[config.mk]
export PLATFORM = sky130hd
export DESIGN_NAME = evt_perf_pair
export DESIGN_NICKNAME = d
export VERILOG_FILES = /design/src/rtl/evt_perf_pkg.sv /design/src/rtl/evt_tb_edge.sv /design/src/rtl/evt_counter.sv /design/src/rtl/evt_perf_pair.sv
export SDC_FILE = /design/constraint.sdc
export NUM_CORES = 1
export LEC_CHECK = 0
export BUFFER_PORTS_ARGS = -buffer_cell sky130_fd_sc_hd__buf_2
export CAP_MARGIN = 30
export CORE_MARGIN = 2
export CORE_UTILIZATION = 41
export DETAILED_ROUTE_END_ITERATION = 7
export GPL_ROUTABILITY_DRIVEN = 0
export PLACE_DENSITY_LB_ADDON = 0.05
export SKIP_LAST_GASP = 1
export SLEW_MARGIN = 10
export SYNTH_ARGS = -nofsm -noshare
export SYNTH_HDL_FRONTEND = slang
export SYNTH_SLANG_ARGS = --single-unit
[constraint.sdc]
create_clock -name clk -period 3.2 [get_ports clk]
set_input_delay 0.32 -clock clk [delete_from_list [all_inputs] [get_ports clk]]
set_output_delay 0.32 -clock clk [all_outputs]
set_load 0.005 [all_outputs]
[src/rtl/evt_perf_pkg.sv]
package evt_perf_pkg;

  localparam int SEL_W  = 7;
  localparam int STRB_N = 8;
  localparam int TB_W   = 64;
  localparam int MODE_W = 32;

  typedef struct packed {
    logic [4:0] rsv_hi;
    logic       ic_b;
    logic       ic_a;
    logic       gen;
    logic [5:0] rsv_m;
    logic [1:0] pick;
    logic [1:0] rsv_l;
    logic [5:0] code_b;
    logic       rsv_z;
    logic [6:0] code_a;
  } mode_t;

  localparam logic [MODE_W-1:0] MODE_KEEP = 32'h0703_3F7F;
  localparam logic [1:0] ADR_MODE = 2'd0;
  localparam logic [1:0] ADR_CNTA = 2'd1;

  // position of the watched time-base bit, bit 63 = most significant
  function automatic logic [5:0] tb_index(input logic second, input logic [1:0] pick);
    logic [5:0] r;
    case (pick)
      2'd0: r = second ? 6'd16 : 6'd0;
      2'd1: r = second ? 6'd12 : 6'd8;
      2'd2: r = second ? 6'd8  : 6'd12;
      default: r = second ? 6'd0 : 6'd16;
    endcase
    return r;
  endfunction

  function automatic logic [1:0] evt_amount(input logic [SEL_W-1:0] code,
                                            input logic has_strb,
                                            input logic tick,
                                            input logic [1:0] cmpl,
                                            input logic [1:0] disp,
                                            input logic tb_rise,
                                            input logic [STRB_N-1:0] strb);
    logic [SEL_W-1:0] off;
    logic [1:0] r;
    off = code - SEL_W'(5);
    case (code)
      7'd0: r = 2'd0;
      7'd1: r = {1'b0, tick};
      7'd2: r = cmpl;
      7'd3: r = {1'b0, tb_rise};
      7'd4: r = disp;
      default: r = (has_strb && code <= 7'd12) ? {1'b0, strb[off[2:0]]} : 2'd0;
    endcase
    return r;
  endfunction

endpackage

[src/rtl/evt_tb_edge.sv]
module evt_tb_edge
  import evt_perf_pkg::*;
#(
  parameter bit SECOND = 1'b0
) (
  input  logic            clk,
  input  logic            rst_n,
  input  logic [TB_W-1:0] tb_value,
  input  logic [1:0]      pick,
  input  logic            reload,
  input  logic [1:0]      reload_pick,
  output logic            tb_rise
);

  logic cur_bit;
  logic prev_q;

  assign cur_bit = tb_value[tb_index(SECOND, pick)];
  assign tb_rise = cur_bit & ~prev_q;

  always_ff @(posedge clk or negedge rst_n) begin
    if (!rst_n)      prev_q <= 1'b0;
    else if (reload) prev_q <= tb_value[tb_index(SECOND, reload_pick)];
    else             prev_q <= cur_bit;
  end

  AST_EDGE_ISOLATED: assert property (@(posedge clk) disable iff (!rst_n)
    (tb_rise && !reload) |=> !tb_rise);

endmodule

[src/rtl/evt_counter.sv]
module evt_counter
  import evt_perf_pkg::*;
#(
  parameter int CNT_W    = 32,
  parameter bit HAS_STRB = 1'b1
) (
  input  logic              clk,
  input  logic              rst_n,
  input  logic [SEL_W-1:0]  code,
  input  logic              hold,
  input  logic              wr,
  input  logic [CNT_W-1:0]  wdata,
  input  logic              tick,
  input  logic [1:0]        cmpl,
  input  logic [1:0]        disp,
  input  logic              tb_rise,
  input  logic [STRB_N-1:0] strb,
  output logic [CNT_W-1:0]  count,
  output logic              ovf
);

  logic [1:0]       step_amt;
  logic [CNT_W-1:0] count_q;

  assign step_amt = evt_amount(code, HAS_STRB, tick, cmpl, disp, tb_rise, strb);

  always_ff @(posedge clk or negedge rst_n) begin
    if (!rst_n)    count_q <= '0;
    else if (wr)   count_q <= wdata;
    else if (!hold) count_q <= count_q + CNT_W'(step_amt);
  end

  assign count = count_q;
  assign ovf   = count_q[CNT_W-1];

  AST_HOLD_KEEPS: assert property (@(posedge clk) disable iff (!rst_n)
    (hold && !wr) |=> (count == $past(count)));

  AST_IDLE_CODE: assert property (@(posedge clk) disable iff (!rst_n)
    (code == '0 && !wr) |=> (count == $past(count)));

  AST_STEP_BOUND: assert property (@(posedge clk) disable iff (!rst_n)
    !wr |=> ((count - $past(count)) <= CNT_W'(2)));

endmodule

[src/rtl/evt_perf_pair.sv]
module evt_perf_pair
  import evt_perf_pkg::*;
#(
  parameter int CNT_W = 32
) (
  input  logic              clk,
  input  logic              rst_n,
  input  logic              cyc_tick,
  input  logic [1:0]        cmpl_cnt,
  input  logic [1:0]        disp_cnt,
  input  logic [STRB_N-1:0] evt_strobe,
  input  logic [TB_W-1:0]   tb_value,
  input  logic              reg_wr,
  input  logic [1:0]        reg_addr,
  input  logic [CNT_W-1:0]  reg_wdata,
  output logic [CNT_W-1:0]  reg_rdata,
  output logic              irq
);

  localparam int N_CNT = 2;

  mode_t            mode_q;
  mode_t            mode_new;
  logic             frozen_q;
  logic             mode_wr;
  logic             hold_all;
  logic             irq_req;
  logic [N_CNT-1:0] ovf;
  logic [N_CNT-1:0] cnt_wr;
  logic [N_CNT-1:0] tb_rise;
  logic [CNT_W-1:0] cnt_val [N_CNT];

  assign mode_wr  = reg_wr && (reg_addr == ADR_MODE);
  assign mode_new = mode_t'(reg_wdata[MODE_W-1:0] & MODE_KEEP);

  always_ff @(posedge clk or negedge rst_n) begin
    if (!rst_n)       mode_q <= '0;
    else if (mode_wr) mode_q <= mode_new;
  end

  // overflow interrupt and freeze
  assign irq_req  = mode_q.gen & ((ovf[0] & mode_q.ic_a) | (ovf[1] & mode_q.ic_b));
  assign hold_all = frozen_q | irq_req | mode_wr;

  always_ff @(posedge clk or negedge rst_n) begin
    if (!rst_n)       frozen_q <= 1'b0;
    else if (mode_wr) frozen_q <= 1'b0;
    else if (irq_req) frozen_q <= 1'b1;
  end

  for (genvar i = 0; i < N_CNT; i++) begin : g_cnt
    logic [SEL_W-1:0] code_i;
    if (i == 0) begin : g_a
      assign code_i = mode_q.code_a;
    end else begin : g_b
      assign code_i = {1'b0, mode_q.code_b};
    end

    assign cnt_wr[i] = reg_wr && (reg_addr == ADR_CNTA + 2'(i));

    evt_tb_edge #(.SECOND(i != 0)) u_edge (
      .clk        (clk),
      .rst_n      (rst_n),
      .tb_value   (tb_value),
      .pick       (mode_q.pick),
      .reload     (mode_wr),
      .reload_pick(mode_new.pick),
      .tb_rise    (tb_rise[i])
    );

    evt_counter #(.CNT_W(CNT_W), .HAS_STRB(i == 0)) u_ctr (
      .clk    (clk),
      .rst_n  (rst_n),
      .code   (code_i),
      .hold   (hold_all),
      .wr     (cnt_wr[i]),
      .wdata  (reg_wdata),
      .tick   (cyc_tick),
      .cmpl   (cmpl_cnt),
      .disp   (disp_cnt),
      .tb_rise(tb_rise[i]),
      .strb   (evt_strobe),
      .count  (cnt_val[i]),
      .ovf    (ovf[i])
    );
  end

  always_comb begin
    case (reg_addr)
      2'd0:    reg_rdata = CNT_W'(mode_q);
      2'd1:    reg_rdata = cnt_val[0];
      2'd2:    reg_rdata = cnt_val[1];
      default: reg_rdata = '0;
    endcase
  end

  assign irq = irq_req;

  AST_IRQ_LATCHED: assert property (@(posedge clk) disable iff (!rst_n)
    (irq && !reg_wr) |=> irq);

  AST_COUNT_RANGE: assert property (@(posedge clk) disable iff (!rst_n)
    (disp_cnt != 2'd3) && (cmpl_cnt != 2'd3));

endmodule

Word-level counts from Yosys, hierarchy flattened
Index checks and enable logic that the tools add are counted.
{ "totals": {"word_cells": 82, "reg_bits": 85, "out_inout_bits": 33, "in_bits": 114} }
{ "classes": {"n_addsub": 3, "mux": 28, "bitwise_logic": 10, "n_reduce_logical": 8, "n_eq_ne": 16, "order_cmp": 6} }
{ "op_table": {"columns": ["op", "n"], "rows": [
  ["32-bit 2-to-1 mux", 4],
  ["32-bit case mux with 3 select lines", 1],
  ["32-bit by 2-bit adder with 32-bit output", 2],
  ["5-bit case mux with 3 select lines", 4],
  ["1-bit binary-select mux with 6-bit select", 4],
  ["7-bit by 2-bit == test with 1-bit output, second input constant", 2],
  ["5-bit by 7-bit < comparator with 1-bit output, second input constant", 2],
  ["6-bit by 7-bit < comparator with 1-bit output, second input constant", 2],
  ["6-bit by 2-bit == test with 1-bit output, second input constant", 2],
  ["6-bit 2-to-1 mux", 2],
  ["1-bit 2-to-1 mux", 10],
  ["2-bit case mux with 5 select lines", 1],
  ["2-bit case mux with 4 select lines", 1],
  ["7-bit by 1-bit == test with 1-bit output, second input constant", 1],
  ["7-bit by 3-bit == test with 1-bit output, second input constant", 1],
  ["7-bit by 4-bit <= comparator with 1-bit output, second input constant", 1],
  ["7-bit logical NOT", 1],
  ["2-bit by 1-bit == test with 1-bit output, second input constant", 3],
  ["2-bit == test, second input constant", 3],
  ["6-bit by 1-bit == test with 1-bit output, second input constant", 1],
  ["6-bit by 3-bit == test with 1-bit output, second input constant", 1],
  ["2-bit logical NOT", 3],
  ["1-bit bitwise AND", 5],
  ["3-bit by 4-bit < comparator with 1-bit output, second input constant", 1],
  ["8 further kinds", 13]
]} }

Logic depth before layout (Yosys ltp)
{ "logic_depth": {"word_depth": 9, "ltp_mapped": 15, "mapped_depth_nobuf": 15} }

Modules after synthesis
From an unflattened synthesis, not the netlist that was laid out.
{ "unflattened": {"cells_unflattened": 612, "hier_area_um2": 5965.7} }
{ "by_module_without_submodules": {"columns": ["module", "cells_per_inst", "seq_area_each_um2", "area_per_inst_um2", "n_inst"], "rows": [
  ["evt_counter (g_cnt[0].u_ctr)", 248, 800.8, 2240.9, 1],
  ["evt_counter (g_cnt[1].u_ctr)", 222, 800.8, 1985.7, 1],
  ["evt_perf_pair", 110, 475.5, 1303.8, 1],
  ["evt_tb_edge (g_cnt[1].u_edge)", 17, 25.0, 221.5, 1],
  ["evt_tb_edge (g_cnt[0].u_edge)", 15, 25.0, 214.0, 1]
]} }

Worst setup path after synthesis
OpenSTA, ideal clock, no wires.
{ "synth_timing": {"path_kind": "flip-flop to flip-flop", "startpoint": "register mode_q[16] (netlist name)", "endpoint": "register g_cnt[0].u_ctr.count_q[24]", "period_less_slack_ns": 3.073, "arrival_ns": 2.936, "setup_time_ns": 0.137, "required_time_ns": 3.063, "path_buffers": 0, "stages_incl_launch_ff": 16, "slack_ns": 0.127, "cell_sequence": "dfrtp_1 -> inv_1 -> ha_1 -> mux4_2 -> mux2_2 -> nand3_1 -> o211ai_1 -> o2bb2ai_1 -> ha_1 -> inv_1 -> fa_1 -> nor2_1 -> o211ai_1 -> nor4_1 -> xnor2_1 -> a21oi_1"} }
{ "synth_between": {"elab_chain_cells": 9, "elab_cells_between_ends": 11, "classes_between": "add/sub: 1; eq/ne: 2; mux: 6; bitwise: 1; reduce/logical: 1"} }
{ "synth_lines": {"columns": ["element", "line_no", "rtl"], "rows": [
  ["start: declaration", "evt_perf_pair.sv:22", "mode_t mode_q;"],
  ["start signal: assignment", "evt_perf_pair.sv:38", "else if (mode_wr) mode_q <= mode_new;"],
  ["2-bit == test, or another cell as far along", "evt_perf_pkg.sv:28", "case (pick)"],
  ["5-bit case mux with 3 select lines (*)", "evt_perf_pkg.sv:28", null],
  ["1-bit binary-select mux with 6-bit select (*)", "evt_tb_edge.sv:18", "assign cur_bit = tb_value[tb_index(SECOND, pick)];"],
  ["1-bit 2-to-1 mux (not written as such) (*)", "evt_tb_edge.sv:18", null],
  ["1-bit bitwise AND (*)", "evt_tb_edge.sv:19", "assign tb_rise = cur_bit & ~prev_q;"],
  ["2-bit case mux with 5 select lines (*)", "evt_perf_pkg.sv:47", "case (code)"],
  ["32-bit by 2-bit adder with 32-bit output (*)", "evt_counter.sv:30", "else if (!hold) count_q <= count_q + CNT_W'(step_amt);"],
  ["32-bit 2-to-1 mux (*)", "evt_counter.sv:30", null],
  ["32-bit 2-to-1 mux (*)", "evt_counter.sv:29", "else if (wr) count_q <= wdata;"],
  ["end signal: assignment", "evt_counter.sv:29", null],
  ["end signal: assignment", "evt_counter.sv:30", null],
  ["end: declaration", "evt_counter.sv:23", "logic [CNT_W-1:0] count_q;"]
]} }
Every way passes the cells marked *; elsewhere a longest branch is shown, timed or not. The select of a mux whose other input is x is not followed.
A chain may end at the register's enable or synchronous reset.

Worst setup path after layout
{ "layout_timing": {"startpoint": "register mode_q[16] (netlist name)", "endpoint": "register g_cnt[0].u_ctr.count_q[18]"} }
The elaborated chain is that of the path after synthesis.

==> results_dict.tcl <==
set metrics [dict create \
    status "finished, final reports clean" \
    synth_seq_cells 85 \
    wl_um 17300 \
    antenna_cells 0 \
    layout_min_cycle_time_ns 3.13 \
    synth.top_cells.by_area "dfrtp_1, nor2_1, xor2_1" \
    ys_async_sr_fraction_pct 100 \
    finalSetupViolCount 0 \
    die_w_um 122 \
    p_per_area_mw_per_mm2 545 \
    yosys.cell_count.top_type "dfrtp_1" \
    tightest_slew_ns 0.961 \
    port-buffer-count 90 \
    tritoncts "built" \
    final_hold_viol_count 0 \
    final.setup_skew_ns 0.00601 \
    synthCells 641 \
    rows 43 \
    areaGrowthSynthToFinish_pct 24.2 \
    vias 5217 \
    final_design_area_no_fill_mm2 0.00713 \
    synthDistinctLibCells 45 \
    cts_buffers 9 \
    finalPower_w 0.00388 \
    grt_overflow 0 \
    start_util_pct 41.6 \
    maxCapViolations 0 \
    placed_cell_area_mm2 0.00657 \
    crit_type "reg -> reg" \
    hp-class "in -> async" \
    die_area_mm2 0.0150 \
    die_h_um 122 \
    layout-drive-gt1-share_pct 28.6 \
    antenna_found_initial 0 \
    ir_worst_vdd_mv 0.287 \
    reg2reg_slack_ns 0.07 \
    synth_ff_type "dfrtp_1" \
    pre_cts_ws_ns -0.155 \
    critPathLaunchType "register" \
    place_hpwl_um 12400 \
    grt_pass1_wl_um 28200 \
    drtIter0Drc 325 \
    synth_common_cells "dfrtp_1, nor2_1, a21oi_1, nand2_1" \
    dr.pass1.iters 5 \
    holdBufCountCts 0 \
    crit_start "mode_q[16]$_DFFE_PN0P_" \
    syn-cell-area_mm2 0.00574 \
    clk_pin_slew_ns 0.06 \
    timing.rr.start "mode_q[16]$_DFFE_PN0P_" \
    synth-seq-area-share_pct 37.1 \
    cp_data_arrival_time_ns 3.36 \
    drt-wirelength-per-cell_um 18.6 \
    drc 0 \
    yosysWarnings 0 \
    synth_edf_count 0 \
    critPathRequiredTime_ns 3.43 \
    critPathCaptureType "register" \
    grt_pass1_vias 5216 \
    timing.final.crit_share_pct 97.9 \
    synth_top_area_share_pct 37.1 \
    r2r_cells 17 \
    finalNetCount 879 \
    yosysTopAreaCell "dfrtp_1" \
    ant_nets 0 \
    clock_latency_ns 0.35 \
    timing.fmax_ghz 0.319 \
    synth_area_per_cell_um2 8.95 \
    report.final.slew_viol_count 0 \
    max_slew_margin_pct 35.9 \
    cts_buffer_depth 2 \
    leakage_nw 3.00 \
    htreeDepth 3 \
    core-area_mm2 0.0138 \
    ios 147 \
    root_buffer "clkbuf_16" \
    grt_start_max_net_pins 54 \
    vias_per_cell 5.60 \
    syn_nets 774 \
    finalWorstSetupSlack_ns 0.0669 \
    grtUsageTotal_pct 24.6 \
    crit_fanout 3 \
    cts_num_sinks 85 \
    regToRegEndpoint "g_cnt[0].u_ctr.count[18]$_DFFE_PN0P_" \
    rsz0062_at_grt "true" \
]
## state kept, by name, indices dropped and copies added, names as in the netlist
name / count
g_cnt.u_ctr.count: 64
mode_q: 5
frozen_q: 1
g_cnt.u_edge.prev_q: 2
g_cnt.code_i: 13
## area by class of cell
| class | instances | area (um^2) |
|---|---|---|
| Sequential cell | 85 | 2130 |
| Clock buffer | 12 | 267 |
| Fill cell | 1351 | 6650 |
| Tap cell | 180 | 225 |
| Inverter | 22 | 85.1 |
| Timing Repair Buffer | 131 | 805 |
| Multi-Input combinational cell | 497 | 3570 |
| Clock inverter | 4 | 45.0 |
## layer usage
| metal | global-route usage [%] | share of wire (%) |
|---|---|---|
| met5 | 0 | 0 |
| met4 | 4.81 | 0.77 |
| met3 | 4.65 | 4.3 |
| met2 | 40.6 | 48 |
| met1 | 34.0 | 47 |
## report_power, final
group / internal, W / switching (W)
Combinational: 0.000563 / 0.000617
Clock: 0.000665 / 0.000439
Sequential: 0.00130 / 0.000299
## stage by stage
step | utilization [%] | setup TNS [ns] | hold WS (ns) | cells
after detailed placement | 47.7 | -2.24 | 0.436 | 909
after floorplan | - | 0 | 0.0244 | 641
after global placement | 47.7 | -1.50 | 0.435 | 909
final | 51.7 | 0 | 0.0330 | 931
after global routing | 51.7 | -0.533 | 0.0833 | 931
after CTS | 51.1 | -0.0654 | 0.0554 | 929
## kinds of logic after synthesis
logic type | share of synthesized area, %
AOI/OAI and AO/OA | 13.6
xor gates and xnor gates | 8.40
adders and majority gates | 4.41
buffers and inverters | 4.10
DFF | 37.1
muxes | 10.7
and+or+nand+nor | 21.7
## worst max-delay path, stage by stage, from the launching register on
cell and delay [ns]:
dfrtp_1 0.39, inv_2 0.11, ha_4 0.16, mux4_2 0.49, mux2_4 0.30, nand3_2 0.06, o211ai_1 0.08, o2bb2ai_1 0.15
ha_2 0.19, inv_2 0.05, fa_2 0.21, nor2_2 0.05, o211ai_1 0.13, buf_4 0.19, buf_6 0.12, nor3_4 0.04
xnor2_1 0.19, a21oi_1 0.08
## worst max path at each step
stage	end	slack, ns	depth (start not counted)
floorplan	g_cnt[0].u_ctr.count[24]$_DFFE_PN0P_	0.13	15
global placement	g_cnt[0].u_ctr.count[28]$_DFFE_PN0P_	-0.15	16
detailed placement	g_cnt[1].u_ctr.count[16]$_DFFE_PN0P_	-0.16	14
CTS	g_cnt[1].u_ctr.count[16]$_DFFE_PN0P_	-0.05	14
global route	g_cnt[0].u_ctr.count[18]$_DFFE_PN0P_	-0.11	17
finish	g_cnt[0].u_ctr.count[18]$_DFFE_PN0P_	0.07	17
## timing repair
action | 4_1_cts | 5_1_grt
endpoints found under the setup margin | 32 | 38
buffers inserted | 4 | 2
pin swaps | 19 | 30
gates resized for setup | 28 | 18
## cells in the final DEF (no fill, tap or decap), types with 11 or more instances in the layout
| cell type | n |
|---|---|
| a21oi_1 | 55 |
| a22o_1 | 17 |
| buf_2 | 89 |
| buf_4 | 35 |
| dfrtp_1 | 83 |
| ha_1 | 11 |
| inv_1 | 18 |
| mux2_2 | 14 |
| mux2i_1 | 21 |
| nand2_1 | 52 |
| nand3_1 | 21 |
| nand4_1 | 30 |
| nor2_1 | 77 |
| o21ai_0 | 31 |
| xnor2_1 | 23 |
| xor2_1 | 32 |
Note: power is estimated with default switching activity, not from simulation.
